===== src/rtl/osr_pkg.sv =====
package osr_pkg;

  typedef enum logic [2:0] {
    ST_IDLE,
    ST_SCALE,
    ST_ACCUM,
    ST_DLOAD,
    ST_DIVIDE,
    ST_FINISH
  } osr_state_t;

  typedef struct packed {
    logic capture;
    logic rescale;
    logic accumulate;
    logic divLoad;
    logic divStep;
    logic finish;
  } osr_strobe_t;

endpackage


===== src/rtl/osr_expmul.sv =====
// Fused exponential-times-operand: weight 2^-k realized as an arithmetic shift.
module osr_expmul #(
  parameter int DW   = 12,
  parameter int FRAC = 4,
  parameter int CAP  = 8,
  parameter int VALW = 32
) (
  input  logic [DW-1:0]          delta,
  input  logic signed [VALW-1:0] value,
  output logic signed [VALW-1:0] product
);
  localparam int IW = DW - FRAC;
  localparam logic [IW-1:0] CAPV = IW'(CAP);

  logic [IW-1:0] intPart;
  logic [IW-1:0] shiftAmt;

  always_comb begin
    intPart  = delta[DW-1:FRAC];
    shiftAmt = (intPart > CAPV) ? CAPV : intPart;
    product  = value >>> shiftAmt;
  end
endmodule


===== src/rtl/osr_ctrl.sv =====
module osr_ctrl
  import osr_pkg::*;
#(
  parameter int QW = 13,
  localparam int IDXW = $clog2(QW)
) (
  input  logic            clk,
  input  logic            rst_n,
  input  logic            inValid,
  input  logic            inLast,
  output logic            inReady,
  output osr_strobe_t     ctl,
  output logic [IDXW-1:0] bitIdx
);
  osr_state_t state, nextState;
  logic lastReg;

  always_comb begin
    inReady        = (state == ST_IDLE);
    ctl            = '0;
    ctl.capture    = inReady && inValid;
    ctl.rescale    = (state == ST_SCALE);
    ctl.accumulate = (state == ST_ACCUM);
    ctl.divLoad    = (state == ST_DLOAD);
    ctl.divStep    = (state == ST_DIVIDE);
    ctl.finish     = (state == ST_FINISH);
    nextState      = state;
    unique case (state)
      ST_IDLE:   if (inValid) nextState = ST_SCALE;
      ST_SCALE:  nextState = ST_ACCUM;
      ST_ACCUM:  nextState = lastReg ? ST_DLOAD : ST_IDLE;
      ST_DLOAD:  nextState = ST_DIVIDE;
      ST_DIVIDE: if (bitIdx == '0) nextState = ST_FINISH;
      ST_FINISH: nextState = ST_IDLE;
      default:   nextState = ST_IDLE;
    endcase
  end

  always_ff @(posedge clk or negedge rst_n) begin
    if (!rst_n) begin
      state   <= ST_IDLE;
      lastReg <= 1'b0;
      bitIdx  <= '0;
    end else begin
      state <= nextState;
      if (ctl.capture) lastReg <= inLast;
      if (ctl.divLoad) bitIdx <= IDXW'(QW - 1);
      else if (ctl.divStep && bitIdx != '0) bitIdx <= bitIdx - 1'b1;
    end
  end
endmodule


===== src/rtl/osr_datapath.sv =====
module osr_datapath
  import osr_pkg::*;
#(
  parameter int LANES   = 4,
  parameter int KEYS    = 2,
  parameter int VW      = 8,
  parameter int SW      = 12,
  parameter int SFRAC   = 4,
  parameter int SUMFRAC = 8,
  parameter int OFRAC   = 4,
  parameter int AW      = 32,
  localparam int OW     = VW + OFRAC + 2,
  localparam int QW     = OW - 1,
  localparam int IDXW   = $clog2(QW)
) (
  input  logic                     clk,
  input  logic                     rst_n,
  input  osr_strobe_t              ctl,
  input  logic [IDXW-1:0]          bitIdx,
  input  logic [KEYS*SW-1:0]       inScores,
  input  logic [KEYS*LANES*VW-1:0] inValues,
  output logic                     doneOut,
  output logic [LANES*OW-1:0]      outVector
);
  localparam int DIVW = AW + QW + OFRAC;
  localparam logic signed [SW-1:0] SCORE_MIN = {1'b1, {(SW-1){1'b0}}};
  localparam logic signed [AW-1:0] ONE = AW'(1) <<< SUMFRAC;

  logic signed [SW-1:0] tileScore [KEYS];
  logic signed [VW-1:0] tileVal   [KEYS][LANES];
  logic signed [SW-1:0] runMax, pendMax;
  logic signed [AW-1:0] runSum;
  logic signed [AW-1:0] runAcc [LANES];

  logic signed [SW-1:0] tileMax, candMax;
  logic signed [SW:0]   scaleDiffWide;
  logic [SW-1:0]        scaleDelta;
  logic signed [AW-1:0] scaledSum;
  logic signed [AW-1:0] scaledAcc [LANES];

  logic [SW-1:0]        keyDelta   [KEYS];
  logic signed [AW-1:0] keySumTerm [KEYS];
  logic signed [AW-1:0] keyAccTerm [KEYS][LANES];
  logic signed [AW-1:0] keyValExt  [KEYS][LANES];
  logic signed [AW-1:0] sumAdd;
  logic signed [AW-1:0] accAdd [LANES];

  logic [DIVW-1:0] rem [LANES];
  logic [QW-1:0]   quo [LANES];
  logic            negRes [LANES];
  logic [AW-1:0]   magAcc [LANES];
  logic [DIVW-1:0] divisorShift;
  logic [OW-1:0]   laneOut [LANES];

  // Largest incoming score and the candidate running maximum.
  always_comb begin
    tileMax = $signed(inScores[SW-1:0]);
    for (int k = 1; k < KEYS; k++) begin
      if ($signed(inScores[k*SW +: SW]) > tileMax) tileMax = $signed(inScores[k*SW +: SW]);
    end
    candMax = (tileMax > runMax) ? tileMax : runMax;
  end

  // Rescale path: weight of (new max - old max).
  always_comb begin
    scaleDiffWide = {pendMax[SW-1], pendMax} - {runMax[SW-1], runMax};
    scaleDelta    = scaleDiffWide[SW-1:0];
  end

  osr_expmul #(.DW(SW), .FRAC(SFRAC), .CAP(SUMFRAC), .VALW(AW)) i_scaleSum (
    .delta(scaleDelta), .value(runSum), .product(scaledSum)
  );

  for (genvar l = 0; l < LANES; l++) begin : g_scaleLane
    osr_expmul #(.DW(SW), .FRAC(SFRAC), .CAP(SUMFRAC), .VALW(AW)) i_scaleAcc (
      .delta(scaleDelta), .value(runAcc[l]), .product(scaledAcc[l])
    );
  end

  // Contribution path: weight of (max - score) per key.
  for (genvar k = 0; k < KEYS; k++) begin : g_key
    logic signed [SW:0] diffWide;
    always_comb begin
      diffWide    = {runMax[SW-1], runMax} - {tileScore[k][SW-1], tileScore[k]};
      keyDelta[k] = diffWide[SW-1:0];
    end

    osr_expmul #(.DW(SW), .FRAC(SFRAC), .CAP(SUMFRAC), .VALW(AW)) i_keySum (
      .delta(keyDelta[k]), .value(ONE), .product(keySumTerm[k])
    );

    for (genvar l = 0; l < LANES; l++) begin : g_lane
      assign keyValExt[k][l] = AW'(tileVal[k][l]) <<< SUMFRAC;
      osr_expmul #(.DW(SW), .FRAC(SFRAC), .CAP(SUMFRAC), .VALW(AW)) i_keyAcc (
        .delta(keyDelta[k]), .value(keyValExt[k][l]), .product(keyAccTerm[k][l])
      );
    end
  end

  always_comb begin
    sumAdd = '0;
    for (int k = 0; k < KEYS; k++) sumAdd = sumAdd + keySumTerm[k];
    for (int l = 0; l < LANES; l++) begin
      accAdd[l] = '0;
      for (int k = 0; k < KEYS; k++) accAdd[l] = accAdd[l] + keyAccTerm[k][l];
    end
  end

  // Divider helpers.
  always_comb begin
    divisorShift = DIVW'($unsigned(runSum)) << bitIdx;
    for (int l = 0; l < LANES; l++) begin
      magAcc[l]  = runAcc[l][AW-1] ? $unsigned(-runAcc[l]) : $unsigned(runAcc[l]);
      laneOut[l] = negRes[l] ? (~{1'b0, quo[l]} + 1'b1) : {1'b0, quo[l]};
    end
  end

  always_ff @(posedge clk or negedge rst_n) begin
    if (!rst_n) begin
      runMax    <= SCORE_MIN;
      pendMax   <= SCORE_MIN;
      runSum    <= '0;
      doneOut   <= 1'b0;
      outVector <= '0;
      for (int k = 0; k < KEYS; k++) begin
        tileScore[k] <= '0;
        for (int l = 0; l < LANES; l++) tileVal[k][l] <= '0;
      end
      for (int l = 0; l < LANES; l++) begin
        runAcc[l] <= '0;
        rem[l]    <= '0;
        quo[l]    <= '0;
        negRes[l] <= 1'b0;
      end
    end else begin
      doneOut <= ctl.finish;
      if (ctl.capture) begin
        pendMax <= candMax;
        for (int k = 0; k < KEYS; k++) begin
          tileScore[k] <= $signed(inScores[k*SW +: SW]);
          for (int l = 0; l < LANES; l++)
            tileVal[k][l] <= $signed(inValues[(k*LANES+l)*VW +: VW]);
        end
      end
      if (ctl.rescale) begin
        runMax <= pendMax;
        runSum <= scaledSum;
        for (int l = 0; l < LANES; l++) runAcc[l] <= scaledAcc[l];
      end
      if (ctl.accumulate) begin
        runSum <= runSum + sumAdd;
        for (int l = 0; l < LANES; l++) runAcc[l] <= runAcc[l] + accAdd[l];
      end
      if (ctl.divLoad) begin
        for (int l = 0; l < LANES; l++) begin
          rem[l]    <= DIVW'(magAcc[l]) << OFRAC;
          quo[l]    <= '0;
          negRes[l] <= runAcc[l][AW-1];
        end
      end
      if (ctl.divStep) begin
        for (int l = 0; l < LANES; l++) begin
          if (rem[l] >= divisorShift) begin
            rem[l]         <= rem[l] - divisorShift;
            quo[l][bitIdx] <= 1'b1;
          end
        end
      end
      if (ctl.finish) begin
        for (int l = 0; l < LANES; l++) begin
          outVector[l*OW +: OW] <= laneOut[l];
          runAcc[l] <= '0;
        end
        runMax <= SCORE_MIN;
        runSum <= '0;
      end
    end
  end
endmodule


===== src/rtl/online_softmax_row.sv =====
module online_softmax_row
  import osr_pkg::*;
#(
  parameter int LANES   = 4,
  parameter int KEYS    = 2,
  parameter int VW      = 8,
  parameter int SW      = 12,
  parameter int SFRAC   = 4,
  parameter int SUMFRAC = 8,
  parameter int OFRAC   = 4,
  parameter int AW      = 32,
  localparam int OW     = VW + OFRAC + 2
) (
  input  logic                     clk,
  input  logic                     rst_n,
  input  logic                     inValid,
  output logic                     inReady,
  input  logic                     inLast,
  input  logic [KEYS*SW-1:0]       inScores,
  input  logic [KEYS*LANES*VW-1:0] inValues,
  output logic                     doneOut,
  output logic [LANES*OW-1:0]      outVector
);
  localparam int QW   = OW - 1;
  localparam int IDXW = $clog2(QW);

  osr_strobe_t     ctl;
  logic [IDXW-1:0] bitIdx;

  osr_ctrl #(.QW(QW)) i_ctrl (
    .clk(clk), .rst_n(rst_n), .inValid(inValid), .inLast(inLast),
    .inReady(inReady), .ctl(ctl), .bitIdx(bitIdx)
  );

  osr_datapath #(
    .LANES(LANES), .KEYS(KEYS), .VW(VW), .SW(SW), .SFRAC(SFRAC),
    .SUMFRAC(SUMFRAC), .OFRAC(OFRAC), .AW(AW)
  ) i_datapath (
    .clk(clk), .rst_n(rst_n), .ctl(ctl), .bitIdx(bitIdx),
    .inScores(inScores), .inValues(inValues),
    .doneOut(doneOut), .outVector(outVector)
  );
endmodule


===== config.mk =====
export PLATFORM = sky130hd
export DESIGN_NAME = online_softmax_row
export DESIGN_NICKNAME = d
export VERILOG_FILES = /design/src/rtl/osr_pkg.sv /design/src/rtl/osr_expmul.sv /design/src/rtl/osr_ctrl.sv /design/src/rtl/osr_datapath.sv /design/src/rtl/online_softmax_row.sv
export SDC_FILE = /design/constraint.sdc
export NUM_CORES = 2
export LEC_CHECK = 0
export BUFFER_PORTS_ARGS = -buffer_cell sky130_fd_sc_hd__buf_2
export CAP_MARGIN = 10
export CORE_MARGIN = 4
export CORE_UTILIZATION = 40
export DETAILED_ROUTE_END_ITERATION = 6
export PLACE_DENSITY = 0.6
export SLEW_MARGIN = 20
export SYNTH_ARGS = -nofsm -noshare
export SYNTH_HDL_FRONTEND = slang
export SYNTH_SLANG_ARGS = --single-unit

===== constraint.sdc =====
create_clock -name clk -period 8.97 [get_ports clk]
set_clock_uncertainty 0.1 [all_clocks]
set_input_delay 0.897 -clock clk [delete_from_list [all_inputs] [get_ports clk]]
set_output_delay 0.897 -clock clk [all_outputs]
set_load 0.01 [all_outputs]

==> key figures <==
Critical path
  – WS Path Type: reg2reg
  – WP data required: 9.48 ns
  – CP Max Fanout: 18
  – Arr. time, crit path: 9.02 ns
  – R2R setup slack: 0.45 ns
  – R2R depth: 25
  – CP Launch Point: i_datapath.runMax[1]
  – Worst R2R End: i_datapath.runAcc[127]
  – Slowest cell on crit path: nor3_1
  – RR Startpoint: i_datapath.runMax[1]
  – Worst setup endpoint: i_datapath.runAcc[127]
  – Crit path capture type: register
  – Critical Path Source Type: register
  – Crit-path max cell delay: 1.11 ns

Timing
  – Min Tclk post-route: 8.52 ns
  – RSZ-0062 raised after global routing: false
  – Count of final hold-check violations: 0
  – Slew HR: 17.2%
  – Final setup TNS: 0 ns
  – Final Cycle Share: between 90% and 100%
  – Fmax: 0.117 GHz
  – Worst Tran Pin Value: about 1.2 ns
  – Slew Viols, Final: 0
  – Final setup fails: 0

GRT
  – Vias in the first global route: 57500
  – Initial antenna violation count: 5
  – First-pass GRT wire length: 369 mm
  – Largest net degree at the start of global routing: 192
  – Global route overflow: 0
  – GRT Total Usage: 30.0%

Synth
  – Post-synth EDFFs: 0
  – Top cell type's share of synthesized area: 24.2%
  – Top FF cell, synth: dfrtp_1
  – Synth Warn #: 0
  – Synth Area in Adders: about an eighth
  – Largest family of logic cells by synthesized area: compound AO/OA/AOI/OAI gates
  – Post-Syn Area: around 0.06 mm2
  – Post-Synth XOR/XNOR Area: 6.37%
  – Synth cell types: 98
  – Area leader, netlist: dfrtp_1
  – #FFs+latches synth: 589
  – Synth Area in Simple Gates: ~18%
  – Async set-reset flop share out of synthesis: 100%
  – Sequential fraction of the synthesis area: roughly a quarter
  – Synth Net Count: 8350
  – Mux contribution to synthesized area: 6.38%
  – Syn Inst Count: 7729
  – Avg Cell Area, Syn: a little under 8 um2
  – Synth area leaders: dfrtp_1 (24%), ha_1 (8.0%), o21ai_0 (6.5%), nand2_1 (6.0%), mux2i_1 (4.7%)
  – Compound-Gate Fraction of Synth Area: 27.0%

Clock network
  – Maximum clock path buffer count: 3
  – CTS tree: done
  – Clk sinks: 589
  – Post-cts gate resize count: 0
  – Clock Pin Slew Worst Setup and Hold Paths: approximately 0.070 ns
  – Total CTS buffers: between 70 and 80
  – Setup bufs post-CTS: 0
  – Hold_buf cts: 0
  – Root Driver: clkbuf_16
  – H-tree Lvls: 3
  – Clk_lat worst skew: 0.71 ns

Worst hold path
  – Min-delay worst type: in2async

Place
  – Dpl hpwl: 183 mm
  – Port bufs: 149
  – GPL Wtd Cong: 0.989

Layout
  – Area growth from synthesis to layout: 9.26%
  – # nets final: 8233
  – Commonest non-fill, non-tap cell in the layout: nand2_1
  – Share of final-layout standard cells stronger than drive strength 1: 8.20%
  – Antenna Cells: 0
  – Filler cells: 15100
  – Most frequent cells in the layout: nand2_1 (960), o21ai_0 (778), dfrtp_1 (586)

Detailed routing
  – Post-Route WL: between 200 and 250 mm
  – DR WL/cell: 25.4 um
  – DRT Pass-1 Iters: 7
  – Initial DRC count: 7032
  – # DRC: 7
  – Remaining antenna violation count: 0
  – Vias per cell: about 6.3
  – Via count: 61100

Floorplan
  – Row count: roughly 140
  – Die area: 0.158 mm2
  – Die Height: between 300 and 400 um
  – Chip Width: approximately 400 um
  – Area of the core: about 0.15 mm2
  – Ports: 150
  – Initial core utilization: 40.4%

Status
  – Failing checks: DRC
  – Status: finished with violations

Job
  – Max_cap viols: 0
## metrics by stage
step                std cells  setup slack [ns]  utilization (%)  cell area (um2)  hold slack (ns)
CTS                      9688             0.662             44.1            66400            0.140
global route             9688            0.0479             44.1            66400            0.183
finish                   9688             0.453             44.1            66400            0.127
floorplan                7729              2.13                -            60800            0.343
global placement         9549             0.855             42.3            63600            0.356
detailed placement       9549             0.687             42.3            63600            0.359
## synth_stat cells (22+ instances only)
library cell  number
nor2_1           427
fa_1             142
and2_1            28
nand2_1          965
a22oi_1           37
o21ai_0          789
nor3_1           168
or3_1             56
o41ai_1           22
o211ai_1         146
o221ai_1          37
clkbuf_1         405
nor2b_1           55
a211o_1           29
xor2_1           210
ha_1             387
mux2i_1          285
buf_1             49
o31ai_1           89
a21boi_0          25
a211oi_1          79
o22ai_1           59
nor4_1            36
and3_1            90
or2_2             31
a221o_1           33
nand4_1           54
nand3_1          272
o21bai_1          33
inv_1            370
mux2_2            53
buf_2             45
a21o_1           198
a221oi_1          66
or4_1             24
nand2b_1          67
o21a_1            61
a21oi_1          567
a31oi_1          112
xnor2_1          232
dfrtp_1          587
a222oi_1          24
## layer usage
layer / track usage [%] / vias up / routed length, um
li1: - / 27900 / -
met5: 0.0616 / - / 48
met4: 14.7 / 8 / 14700
met3: 6.36 / 683 / 23700
met2: 44.2 / 3122 / 103000
met1: 41.7 / 29300 / 105000
## flip-flops by register name (all words and copies together) (netlist names)
signal and flops:
i_datapath.rem 196, i_datapath.runAcc 128, i_datapath.keyValExt 64, i_datapath.outVector 56, i_datapath.quo 52, i_datapath.runSum 32, i_datapath.tileScore 24, i_datapath.pendMax 12
i_datapath.runMax 12, i_ctrl.bitIdx 4, i_datapath.negRes 4, i_ctrl.state 3, i_ctrl.lastReg 1, i_datapath.doneOut 1
## worst max-delay path, delay by kind of cell, from the launching register on
family | cells | cell delay, ns
AOI/OAI and AO/OA | 14 | 3.55
adders and majority gates | 4 | 1.57
buffers and inverters | 1 | 0.04
DFF | 1 | 0.42
muxes | 1 | 0.09
and+or+nand+nor | 5 | 2.62
## cell type report
class                      instances  area [um2]  area share [%]
clock buffer                      92        2060            3.11
clock inverter                    47         702            1.06
inverter                         375        1410            2.12
multi-input combinational       6262       42900            64.6
sequential                       589       14700            22.2
tap                             2016        2520            3.80
timing repair buffer             307        2040            3.07
## how the worst min path moves through the flow
stage / start / endpoint / cells past startpoint
finish: rst_n / i_datapath.outVector[39] / 1
global route: rst_n / i_datapath.outVector[39] / 1
CTS: rst_n / i_datapath.outVector[39] / 1
detailed placement: i_datapath.outVector[41] / i_datapath.outVector[41] / 2
global placement: i_datapath.rem[146] / i_datapath.rem[146] / 1
floorplan: i_datapath.rem[146] / i_datapath.rem[146] / 1
## logic make-up after synthesis
logic type               count (synthesis)
AO/OA/AOI/OAI                         2586
XOR/XNOR                               442
adder cells (fa/ha/maj)                529
buffers and inverters                  878
flip-flops                             589
multiplexers                           357
AND/OR/NAND/NOR                       2348
Power is left out: the tool's default activity adds up to more than one toggle a clock period on the data nets, which glitch-free logic cannot reach.
